<file path="src/rtl/brk_src_combiner.sv">
module brk_src_combiner #(
  parameter bit HAS_CMP3 = 1'b1,
  parameter int CFG_W    = 16
) (
  input  logic             clk,
  input  logic             rst_n,
  input  logic             cfg_wr_en,
  input  logic [CFG_W-1:0] cfg_wr_data,
  output logic [CFG_W-1:0] cfg_rd_data,
  input  logic [1:0]       lock_lvl,
  input  logic             brk_pol,
  input  logic             pin_in,
  input  logic [2:0]       cmp_in,
  output logic             brk_req
);
  localparam int NSRC = 4;
  localparam int POL_LSB = 8;
  localparam logic [NSRC-1:0] SRC_MASK = HAS_CMP3 ? 4'hF : 4'h7;
  localparam logic [CFG_W-1:0] WR_MASK =
    CFG_W'((32'(SRC_MASK) << POL_LSB) | 32'(SRC_MASK));

  logic [CFG_W-1:0] cfg_q;
  logic [NSRC-1:0]  sync1, sync2, hit;
  logic             wr_ok;

  assign wr_ok = cfg_wr_en && (lock_lvl == 2'd0);

  always_ff @(posedge clk or negedge rst_n)
    if (!rst_n) cfg_q <= '0;
    else if (wr_ok) cfg_q <= cfg_wr_data & WR_MASK;

  assign cfg_rd_data = cfg_q;

  always_ff @(posedge clk or negedge rst_n)
    if (!rst_n) begin
      sync1 <= '0;
      sync2 <= '0;
    end else begin
      sync1 <= {cmp_in, pin_in};
      sync2 <= sync1;
    end

  assign hit = cfg_q[NSRC-1:0] &
               ~(sync2 ^ cfg_q[POL_LSB +: NSRC] ^ {NSRC{brk_pol}});

  always_ff @(posedge clk or negedge rst_n)
    if (!rst_n) brk_req <= 1'b0;
    else brk_req <= |hit;

  // locked level freezes the register
  a_r7_lock_hold: assert property (@(posedge clk) disable iff (!rst_n)
    (lock_lvl != 2'd0) |=> $stable(cfg_rd_data));

  // unlocked write lands masked
  a_r6_write_lands: assert property (@(posedge clk) disable iff (!rst_n)
    (cfg_wr_en && lock_lvl == 2'd0) |=> (cfg_rd_data == ($past(cfg_wr_data) & WR_MASK)));

  // register changes only through an unlocked write
  a_r6_change_cause: assert property (@(posedge clk) disable iff (!rst_n)
    !$stable(cfg_rd_data) |-> $past(cfg_wr_en && lock_lvl == 2'd0));

  // nothing enabled, no request next cycle
  a_r2_disabled_quiet: assert property (@(posedge clk) disable iff (!rst_n)
    (cfg_rd_data[NSRC-1:0] == '0) |=> !brk_req);
endmodule

</file>
<file path="config.mk">
export PLATFORM = sky130hd
export DESIGN_NAME = brk_src_combiner
export DESIGN_NICKNAME = d
export VERILOG_FILES = /design/src/rtl/brk_src_combiner.sv
export SDC_FILE = /design/constraint.sdc
export NUM_CORES = 1
export LEC_CHECK = 0
export BUFFER_PORTS_ARGS = -buffer_cell sky130_fd_sc_hd__buf_2
export CORE_MARGIN = 5
export CORE_UTILIZATION = 41
export DETAILED_ROUTE_END_ITERATION = 10
export PLACE_DENSITY = 0.79
export SYNTH_ARGS = -nofsm -noshare
export SYNTH_HDL_FRONTEND = slang
export SYNTH_SLANG_ARGS = --single-unit
export TNS_END_PERCENT = 1
</file>
<file path="constraint.sdc">
create_clock -name clk -period 1.58 [get_ports clk]
set_input_delay 0.237 -clock clk [delete_from_list [all_inputs] [get_ports clk]]
set_output_delay 0.237 -clock clk [all_outputs]
set_load 0.05 [all_outputs]
</file>
=== After elaboration in Yosys (flattened, before gate mapping) ===
Cells that the tools add are included.

* Input port bits: 26
* Output and inout bits: 17
* Word-level logic and storage cells: 11
* Flip-flop bits (word level): 17

* Bitwise gates (word level): 4
* Reductions and logical operators: 3

{| class="wikitable"
|+ Operators by type and width
! cell !! number
|-
| bitwise XOR 4 bit || 2
|-
| bitwise AND 4 bit || 1
|-
| NOT 4 bit || 1
|-
| OR reduction 4 bit || 1
|-
| logical NOT 2 bit || 1
|-
| logical AND 1 bit || 1
|}

=== Longest topological paths before layout ===
Gate-level depths: netlist of the first run.

* Depth in word-level cells: 5
* Gate-level depth with buffers: 3
* Mapped depth without buffers: 3

=== Worst setup path before layout of the first run ===
No wires, ideal clock.

* Path type: flip-flop to flip-flop
* Start: register cfg_q[8], in the netlist cfg_rd_data[8]
* End: register brk_req
* Stages on the path, launching flop included: 4
* Library setup time: 133 ps
* Path slack: 115 ps
* Buffers on the path: 0
* Clock period less this slack: 1465 ps
* Data arrival time: 1333 ps
* Required time: 1447 ps
* Cell sequence: dfrtp_1 xnor3_1 a22oi_2 o221ai_2

* Cells in the longest elaborated chain, start to end: 5

{| class="wikitable"
|+ RTL lines
! element !! line !! text
|-
| from (decl) || 22 || <nowiki>logic [CFG_W-1:0] cfg_q;</nowiki>
|-
| from (signal assigned) || 30 || <nowiki>else if (wr_ok) cfg_q <= cfg_wr_data & WR_MASK;</nowiki>
|-
| bitwise XOR 4 bit (2 in a row) || 44 || <nowiki>~(sync2 ^ cfg_q[POL_LSB +: NSRC] ^ {NSRC{brk_pol}});</nowiki>
|-
| NOT 4 bit || 44 ||
|-
| bitwise AND 4 bit || 43 || <nowiki>assign hit = cfg_q[NSRC-1:0] &</nowiki>
|-
| OR reduction 4 bit || 48 || <nowiki>else brk_req <= |hit;</nowiki>
|-
| to (signal assigned) || 48 ||
|-
| to (decl) || 14 || <nowiki>output logic brk_req</nowiki>
|}

Every way passes these cells.
A chain may end at the register's enable or synchronous reset.

=== Worst setup path in the final report of the first run ===
* Start: register cfg_q[0], in the netlist cfg_rd_data[0]
* End: output cfg_rd_data[0]

{| class="wikitable"
|+ RTL lines
! element !! line !! text
|-
| to (decl) || 9 || <nowiki>output logic [CFG_W-1:0] cfg_rd_data,</nowiki>
|}

No word-level cell between the ends.

==> results of run 1 <==
-- timing repair --
action | CTS | global route
hold buffers | 1 | 0
gates resized for setup | 0 | 0
endpoints found under the hold margin | 17 | 0
-- layout by cell type (no fill, tap or decap), types with 2 or more instances in the layout --
cell	count
o21ai_0	2
xnor2_1	4
mux2_2	6
dfrtp_1	17
inv_1	2
conb_1	8
nand2_1	2
clkbuf_4	3
buf_2	26
-- sequential cells by signal (all words and copies together), names as in the netlist --
signal,count
sync2,4
cfg_rd_data,8
sync1,4
brk_req,1
-- cell type report --
class                           instances  area [um2]
Fill cell                             160         826
Sequential cell                        17         425
Multi-Input combinational cell         27         243
Timing Repair Buffer                   27         140
Clock buffer                            4        26.3
Tap cell                               17        21.3
Inverter                                2        7.51
-- routing by layer --
metal / part of all wire / track usage / vias to the layer above
li1: - / - / 199
met1: 0.43 / 0.0926 / 187
met2: 0.43 / 0.136 / 25
met3: 0.12 / 0.0315 / 2
met4: 0.019 / 0.0524 / 0
met5: 0 / 0 / -
-- kinds of logic after synthesis --
| kind of cell | synth area share |
|---|---|
| simple gates | 0.0370 |
| mux | 0.0952 |
| xor+xnor | 0.115 |
| buf+inv | 0.0952 |
| flops | 0.600 |
| compound gates | 0.0529 |
| other cells | 0.00529 |
-- worst max path at each step --
stage / start / endpoint / slack [ps] / cells past startpoint
after floorplan: cfg_rd_data[8] / brk_req / 110 / 3
after global placement: lock_lvl[1] / cfg_rd_data[11] / 270 / 3
after detailed placement: lock_lvl[1] / cfg_rd_data[8] / 270 / 3
after CTS: cfg_rd_data[0] / cfg_rd_data[0] / 360 / 1
after global routing: cfg_rd_data[10] / cfg_rd_data[10] / 340 / 1
final: cfg_rd_data[0] / cfg_rd_data[0] / 380 / 1
-- per-stage QoR --
step                      hold WS, ps  instances  utilization  total power, mW  area [um2]
final                            53.3         94        0.511             1.18         863
after global routing             38.9         94        0.511             1.23         863
after CTS                        42.1         94        0.511             1.20         863
after detailed placement          175         89        0.490            0.969         827
after global placement            162         89        0.490            0.962         827
after floorplan                 -58.6         54            -            0.885         736
-- power groups by stage --
stage | Sequential, mW | Combinational (mW) | Clock (mW)
after global placement | 0.535 | 0.427 | 0
final | 0.529 | 0.427 | 0.219
after CTS | 0.531 | 0.432 | 0.233
after global routing | 0.537 | 0.449 | 0.247
after detailed placement | 0.540 | 0.429 | 0
after floorplan | 0.708 | 0.176 | 0
==> results.toml, run 1 <==
[power_and_ir_drop]
pwr-share-seq = 0.450
p_per_area_nw_per_um2 = 1360
leakage_nw = 0.433
swShare = 0.382
power.switching_mw = 0.449
combPwrFrac = 0.363
p_int_mw = 0.727
p_clk_frac = 0.187
ir_worst_vdd_v = 0.000581

[setup_path]
path_max_fanout = 3
cp_data_required_time_ps = 1340
cpMaxStageDelayCell = "dfrtp_1"
worstPathArrival_ps = 960
crit_chain = "buf_2"
cp-end-kind = "output port"
cp_top_family = "flip-flops"
rrSetupSlack_ps = 400
r2r_end = "brk_req"
r2r_cells = 3
critPathBufInv = 1
slowest_delay_ps = 400
critical_path_class = "reg -> out"
start_kind = "register"
r2r-start = "cfg_rd_data[8]"

[routing]
drtIter0Drc = 6
antenna_left = 0
drc = 0
wirelength_mm = 1.09
drt-pass1-iter-count = 2
wl_per_cell_um = 11.6
num_vias = 413
viasPerCell = 4.39

[floorplan]
rows = 15
core_um2 = 1690
initial_core_util = 0.420
die_w_um = 51.6
io_pins = 43
dieArea_um2 = 2660
die_h_um = 51.6

[timing]
rsz0062_at_grt = "false"
finalCriticalPeriod_ps = 1200
post-route-period-util = 0.758
finClkSkew_ps = 2.71
finalHoldViolations = 0
finalMaxSlewViolations = 0
finalSetupTns_ps = 0
fin_ws_ps = 383
fmax_ghz = 0.835
setup_viol = 0

[yosys]
ys_ff_latch = 17
syn_avg_cell_area_um2 = 15.1
yosys.area.top_type = "dfrtp_1"
synth_cell_types = 13
synth_enable_flop_cells = 0
yosys_warnings = 0
synth.most_common_cell = "dfrtp_1"
ys_seq_area_frac = 0.600
netlist_top_cells_count = "17 x dfrtp_1, 8 x buf_4, 6 x mux2_2"
syn_area_um2 = 709
synth-async-reset-ratio = 1.00
netlist_top_cells_area = "dfrtp_1 60%, mux2_2 9.5%, buf_4 8.5%"
syn-instance-count = 47
ys.flop_type = "dfrtp_1"
yosysTopAreaCellShare = 0.600

[global_route]
grt_overflow = 0
antenna_found_initial = 0
grt_max_degree = 18
track_usage = 0.0839
grt_pass1_wl_mm = 1.62
first_global_vias = 405

[cts]
clock_path_buffers = 2
htreeDepth = 1
clock-root-buffer = "clkbuf_4"
clk_latency_ps = 280
cts_tree = "yes"
clkTransAtPathRegs_ps = 90
postCtsSetupBuffers = 0
cts.sink_count = 17
cts_made_buffers = 3

[placed_design]
dp_hpwl_um = 846
io_buffers = 26
gp_congestion = 0.685
post-place-ws_ps = 266

[worst_hold_path]
hold_depth = 1
worstHoldStart = "cmp_in[2]"
hold_class = "in -> reg"
whs_endpoint = "sync1[3]"

[layout]
nNetsFinal = 104
syn_to_final_growth_pct = 21.7
diodes = 0
drive_gt1_frac = 0.506

[outcome]
status = "completed"

[flow_run]
cap_violations = 0
Power figures use the tool's default switching activity.
==> run 2, diff against run 1 <==
--- a/config.mk
+++ b/config.mk
@@ -7,9 +7,9 @@
 export LEC_CHECK = 0
 export BUFFER_PORTS_ARGS = -buffer_cell sky130_fd_sc_hd__buf_2
 export CORE_MARGIN = 5
-export CORE_UTILIZATION = 41
+export CORE_UTILIZATION = 37
 export DETAILED_ROUTE_END_ITERATION = 10
-export PLACE_DENSITY = 0.79
+export PLACE_DENSITY = 0.75
 export SYNTH_ARGS = -nofsm -noshare
 export SYNTH_HDL_FRONTEND = slang
 export SYNTH_SLANG_ARGS = --single-unit
==> constraint.sdc (replaced) <==
create_clock -name clk -period 1 [get_ports clk]
set_input_delay 0.15 -clock clk [delete_from_list [all_inputs] [get_ports clk]]
set_output_delay 0.15 -clock clk [all_outputs]
set_load 0.05 [all_outputs]
==> run 2 against run 1 <==
Worst setup slack lost 520 ps; critical path type is now reg -> reg; count of clock-buffer cells in the layout is the same; register-to-register slack lost 540 ps; the run now ends with setup timing left.
==> results.toml, run 2 (synthesis gave the netlist of run 1 again) <==
[layout]
final_cell_mix = "17 x buf_2, 13 x dfrtp_1, 9 x buf_6"
drive_gt1_frac = 0.568
layout_commonest_cell = "buf_2"
syn_to_final_growth_pct = 44.8
utilization = 0.576
final_cell_area_um2 = 1030
diodes = 0
nNetsFinal = 115
largest_reg_flops = 8

[cts]
cts_made_buffers = 3
clock-root-buffer = "clkbuf_4"
htreeDepth = 1
cts.sink_count = 17
cts_tree = "yes"
clock_path_buffers = 2
postCtsSetupBuffers = 0
clk_latency_ps = 290
clkTransAtPathRegs_ps = 90

[setup_path]
critical_path_class = "reg -> reg"
worstPathArrival_ps = 1310
path_max_fanout = 1
rrSetupSlack_ps = -140
cp_data_required_time_ps = 1170
cp-end-kind = "register"
start_kind = "register"

[global_route]
antenna_found_initial = 0
grt_max_degree = 18
track_usage = 0.103
grt_overflow = 0
grt_pass1_wl_mm = 2.08
first_global_vias = 508

[routing]
drtIter0Drc = 0
viasPerCell = 4.04
drc = 0
antenna_left = 0
drt-met1-wl_um = 450
wl_per_cell_um = 11.0
top_layer_used = "met4"
wl_met3_um = 138
drt-pass1-iter-count = 1
wirelength_mm = 1.24
num_vias = 456
wl_met2_um = 637

[floorplan]
io_pins = 43
rows = 15
dieArea_um2 = 2890
initial_core_util = 0.398
die_w_um = 53.8
core_um2 = 1780
die_h_um = 53.8

[flow_run]
cap_violations = 0

[timing]
finalHoldViolations = 0
fmax_ghz = 0.877
finalMaxSlewViolations = 0
finalCriticalPeriod_ps = 1140
post-route-period-util = 1.14
rsz0062_at_grt = "true"
finClkSkew_ps = 2.37
fin_ws_ps = -140
setup_viol = 7

[power_and_ir_drop]
leakage_nw = 0.499
p_total_mw = 2.04
p_per_area_nw_per_um2 = 1990
ir_worst_vdd_v = 0.00130

[placed_design]
placed_area_um2 = 895
gp_congestion = 0.697
io_buffers = 26

[outcome]
violations = "setup timing"
status = "finished with violations"

[worst_hold_path]
hold_class = "in -> reg"
run 2: changes by cell type in the layout (fill, tap and decap cells not counted), sizes merged:
cell and delta:
buf +7, dlygate4sd3 +4
run 2: final timing paths:
check | from | end | cells past startpoint
setup / recovery | sync2[0] | brk_req | 3
hold / removal | cfg_wr_data[1] | cfg_rd_data[1] | 3
setup reg to reg | sync2[0] | brk_req | 3
hold reg to reg | sync1[1] | sync2[1] | 0
max in group asynchronous | rst_n | cfg_rd_data[9] | 2
min in group asynchronous | rst_n | sync1[2] | 2
run 2: repair_timing:
| action | CTS | global route |
|---|---|---|
| endpoints found under the hold margin | 21 | 0 |
| setup endpoints to repair | 10 | 10 |
| resized for setup | 18 | 0 |
| hold buffers | 5 | 0 |
run 2: layout make-up:
| class | count | area (um2) |
|---|---|---|
| Multi-Input combinational cell | 27 | 243 |
| Tap cell | 25 | 31.3 |
| Timing Repair Buffer | 38 | 289 |
| Sequential cell | 17 | 430 |
| Fill cell | 151 | 756 |
| Clock buffer | 4 | 26.3 |
| Inverter | 2 | 7.51 |
run 2: where the power goes:
part	internal [mW]	switching (mW)	leakage, nW	total (mW)
logic	0.349	0.487	0.288	0.835
registers	0.785	0.0619	0.196	0.846
clock network	0.155	0.204	0.0150	0.359
total	1.29	0.752	0.499	2.04
run 2: per-stage QoR:
step / std cells / setup TNS, ps / setup WS, ps / hold slack, ps
2_1_floorplan: 54 / -190 / -170 / -146
3_3_place_gp: 104 / -603 / -114 / 76.6
3_5_place_dp: 104 / -652 / -140 / 79.5
4_1_cts: 113 / -846 / -155 / 58.3
5_1_grt: 113 / -1170 / -234 / 67.8
6_report: 113 / -738 / -140 / 65.0
run 2: worst max-delay path: stages (launching register included):
cell and delay, ps:
dfrtp_1 390, xnor3_1 350, a22oi_2 180, o221ai_2 100
run 2: layer usage:
| metal | up-vias | GRT usage |
|---|---|---|
| li1 | 221 | - |
| met1 | 208 | 0.105 |
| met2 | 25 | 0.185 |
| met3 | 2 | 0.0416 |
| met4 | 0 | 0.0383 |
| met5 | - | 0 |
==> run 3, diff against run 2 <==
--- a/config.mk
+++ b/config.mk
@@ -5,7 +5,7 @@
 export SDC_FILE = /design/constraint.sdc
 export NUM_CORES = 1
 export LEC_CHECK = 0
-export BUFFER_PORTS_ARGS = -buffer_cell sky130_fd_sc_hd__buf_2
+export BUFFER_PORTS_ARGS = -buffer_cell sky130_fd_sc_hd__clkbuf_2
 export CORE_MARGIN = 5
 export CORE_UTILIZATION = 37
 export DETAILED_ROUTE_END_ITERATION = 10
==> run 3 against run 2 <==
The flow still finishes with violations (setup timing); utilization is 4.5 points higher; combinational power is 16% higher; non-clock buffer count stayed put; first-iteration DRC count is 1 higher; sequential share of layout area is 2.9 points lower; maximum frequency is 2.6% lower; critical path depth stayed put; via count is 2.0% higher; clock skew is 0.78 ps lower; cell count stayed put; sequential power is 2% higher; wire length is 7.3% higher.
==> results.toml, run 3 (synthesis gave the netlist of run 1 again) <==
[routing]
wl_per_cell_um = 11.8
antenna_left = 0
wl_met3_um = 158
top_layer_used = "met3"
drc = 0
viasPerCell = 4.12
drt-pass1-iter-count = 3
drt-met1-wl_um = 409
num_vias = 465
drtIter0Drc = 1
wirelength_mm = 1.33
wl_met2_um = 762

[global_route]
track_usage = 0.114
first_global_vias = 530
grt_overflow = 0
antenna_found_initial = 0
grt_pass1_wl_mm = 2.30
grt_max_degree = 18

[outcome]
violations = "setup timing"
status = "finished with violations"

[cts]
cts_made_buffers = 3
clock-root-buffer = "clkbuf_4"
clock_path_buffers = 2
cts.sink_count = 17
htreeDepth = 1
clkTransAtPathRegs_ps = 90
clk_latency_ps = 280
cts_tree = "yes"
postCtsSetupBuffers = 0

[layout]
final_cell_mix = "17 x clkbuf_2, 12 x dfrtp_1, 8 x conb_1"
nNetsFinal = 115
utilization = 0.621
final_cell_area_um2 = 1110
layout_commonest_cell = "clkbuf_2"
largest_reg_flops = 8
regArea_um2 = 432
diodes = 0
fill_cells = 135
drive_gt1_frac = 0.580
syn_to_final_growth_pct = 56.1
multi_input_area_um2 = 243

[floorplan]
die_h_um = 53.8
die_w_um = 53.8
io_pins = 43
core_um2 = 1780
initial_core_util = 0.398
dieArea_um2 = 2890
rows = 15

[timing]
finalMaxSlewViolations = 0
finalHoldViolations = 0
finalCriticalPeriod_ps = 1170
fmax_ghz = 0.854
post-route-period-util = 1.17
finClkSkew_ps = 1.59
setup_viol = 7
rsz0062_at_grt = "true"
fin_ws_ps = -170

[setup_path]
worstPathArrival_ps = 1330
cp-end-kind = "register"
r2r_end = "brk_req"
start_kind = "register"
endpoint = "brk_req"
cp_data_required_time_ps = 1160
path_max_fanout = 1
startpoint = "sync2[0]"
r2r_cells = 3
critical_path_class = "reg -> reg"
r2r-start = "sync2[0]"
rrSetupSlack_ps = -170

[power_and_ir_drop]
p_clk_frac = 0.158
ir_worst_vdd_v = 0.00147
p_total_mw = 2.17
swShare = 0.353
p_int_mw = 1.41
pwr-share-seq = 0.397
p_per_area_nw_per_um2 = 1960
leakage_nw = 0.533
combPwrFrac = 0.445
power.switching_mw = 0.767

[flow_run]
cap_violations = 0

[placed_design]
dp_hpwl_mm = 1.02
gp_congestion = 0.699
io_buffers = 26
placed_area_um2 = 895

[worst_hold_path]
hold_class = "in -> reg"
worstHoldStart = "cfg_wr_data[1]"
run 3: cell count changes in the layout (fill, tap and decap cells not counted), sizes merged:
cell,before,now
buf,33,13
clkbuf,4,24
run 3: how the worst min path moves through the flow:
stage | cells past startpoint | slack, ps | endpoint
CTS | 3 | 70 | cfg_rd_data[1]
global route | 3 | 70 | cfg_rd_data[1]
global placement | 1 | 90 | sync1[3]
floorplan | 0 | -150 | brk_req
finish | 3 | 80 | cfg_rd_data[1]
detailed placement | 1 | 100 | sync1[3]
run 3: layout make-up:
class | count | area share
Timing Repair Buffer | 38 | 0.332
Multi-Input combinational cell | 27 | 0.219
Inverter | 2 | 0.00678
Tap cell | 25 | 0.0282
Sequential cell | 17 | 0.390
Clock buffer | 4 | 0.0237
run 3: worst max-delay path, cell delays in order (launching register included):
cell and delay [ps]:
dfrtp_1 390, xnor3_1 360, a22oi_2 190, o221ai_2 110
run 3: what timing repair did:
item	CTS	global route
endpoints found under the setup margin	10	10
resized for setup	24	8
endpoints found under the hold margin	21	0
hold buffers	5	0
run 3: stage by stage:
step	setup WS (ps)	setup TNS, ps	hold WS [ps]	std cells
2_1_floorplan	-170	-190	-146	54
3_3_place_gp	-114	-536	89.0	104
3_5_place_dp	-174	-628	95.3	104
4_1_cts	-187	-933	70.4	113
5_1_grt	-243	-1190	74.9	113
6_report	-170	-737	75.8	113
run 3: power groups by stage:
| stage | clock network [mW] | registers [mW] | logic [mW] |
|---|---|---|---|
| after floorplan | 0 | 1.12 | 0.265 |
| after global placement | 0 | 0.846 | 0.717 |
| after detailed placement | 0 | 0.855 | 0.731 |
| after CTS | 0.359 | 0.852 | 0.941 |
| after global routing | 0.399 | 0.879 | 1.02 |
| final | 0.343 | 0.862 | 0.967 |
run 3: routing by layer:
metal  vias to the layer above  track usage
met3                         0       0.0554
met4                         0       0.0128
met1                       214        0.106
li1                        225            -
met2                        26        0.224
met5                         -            0
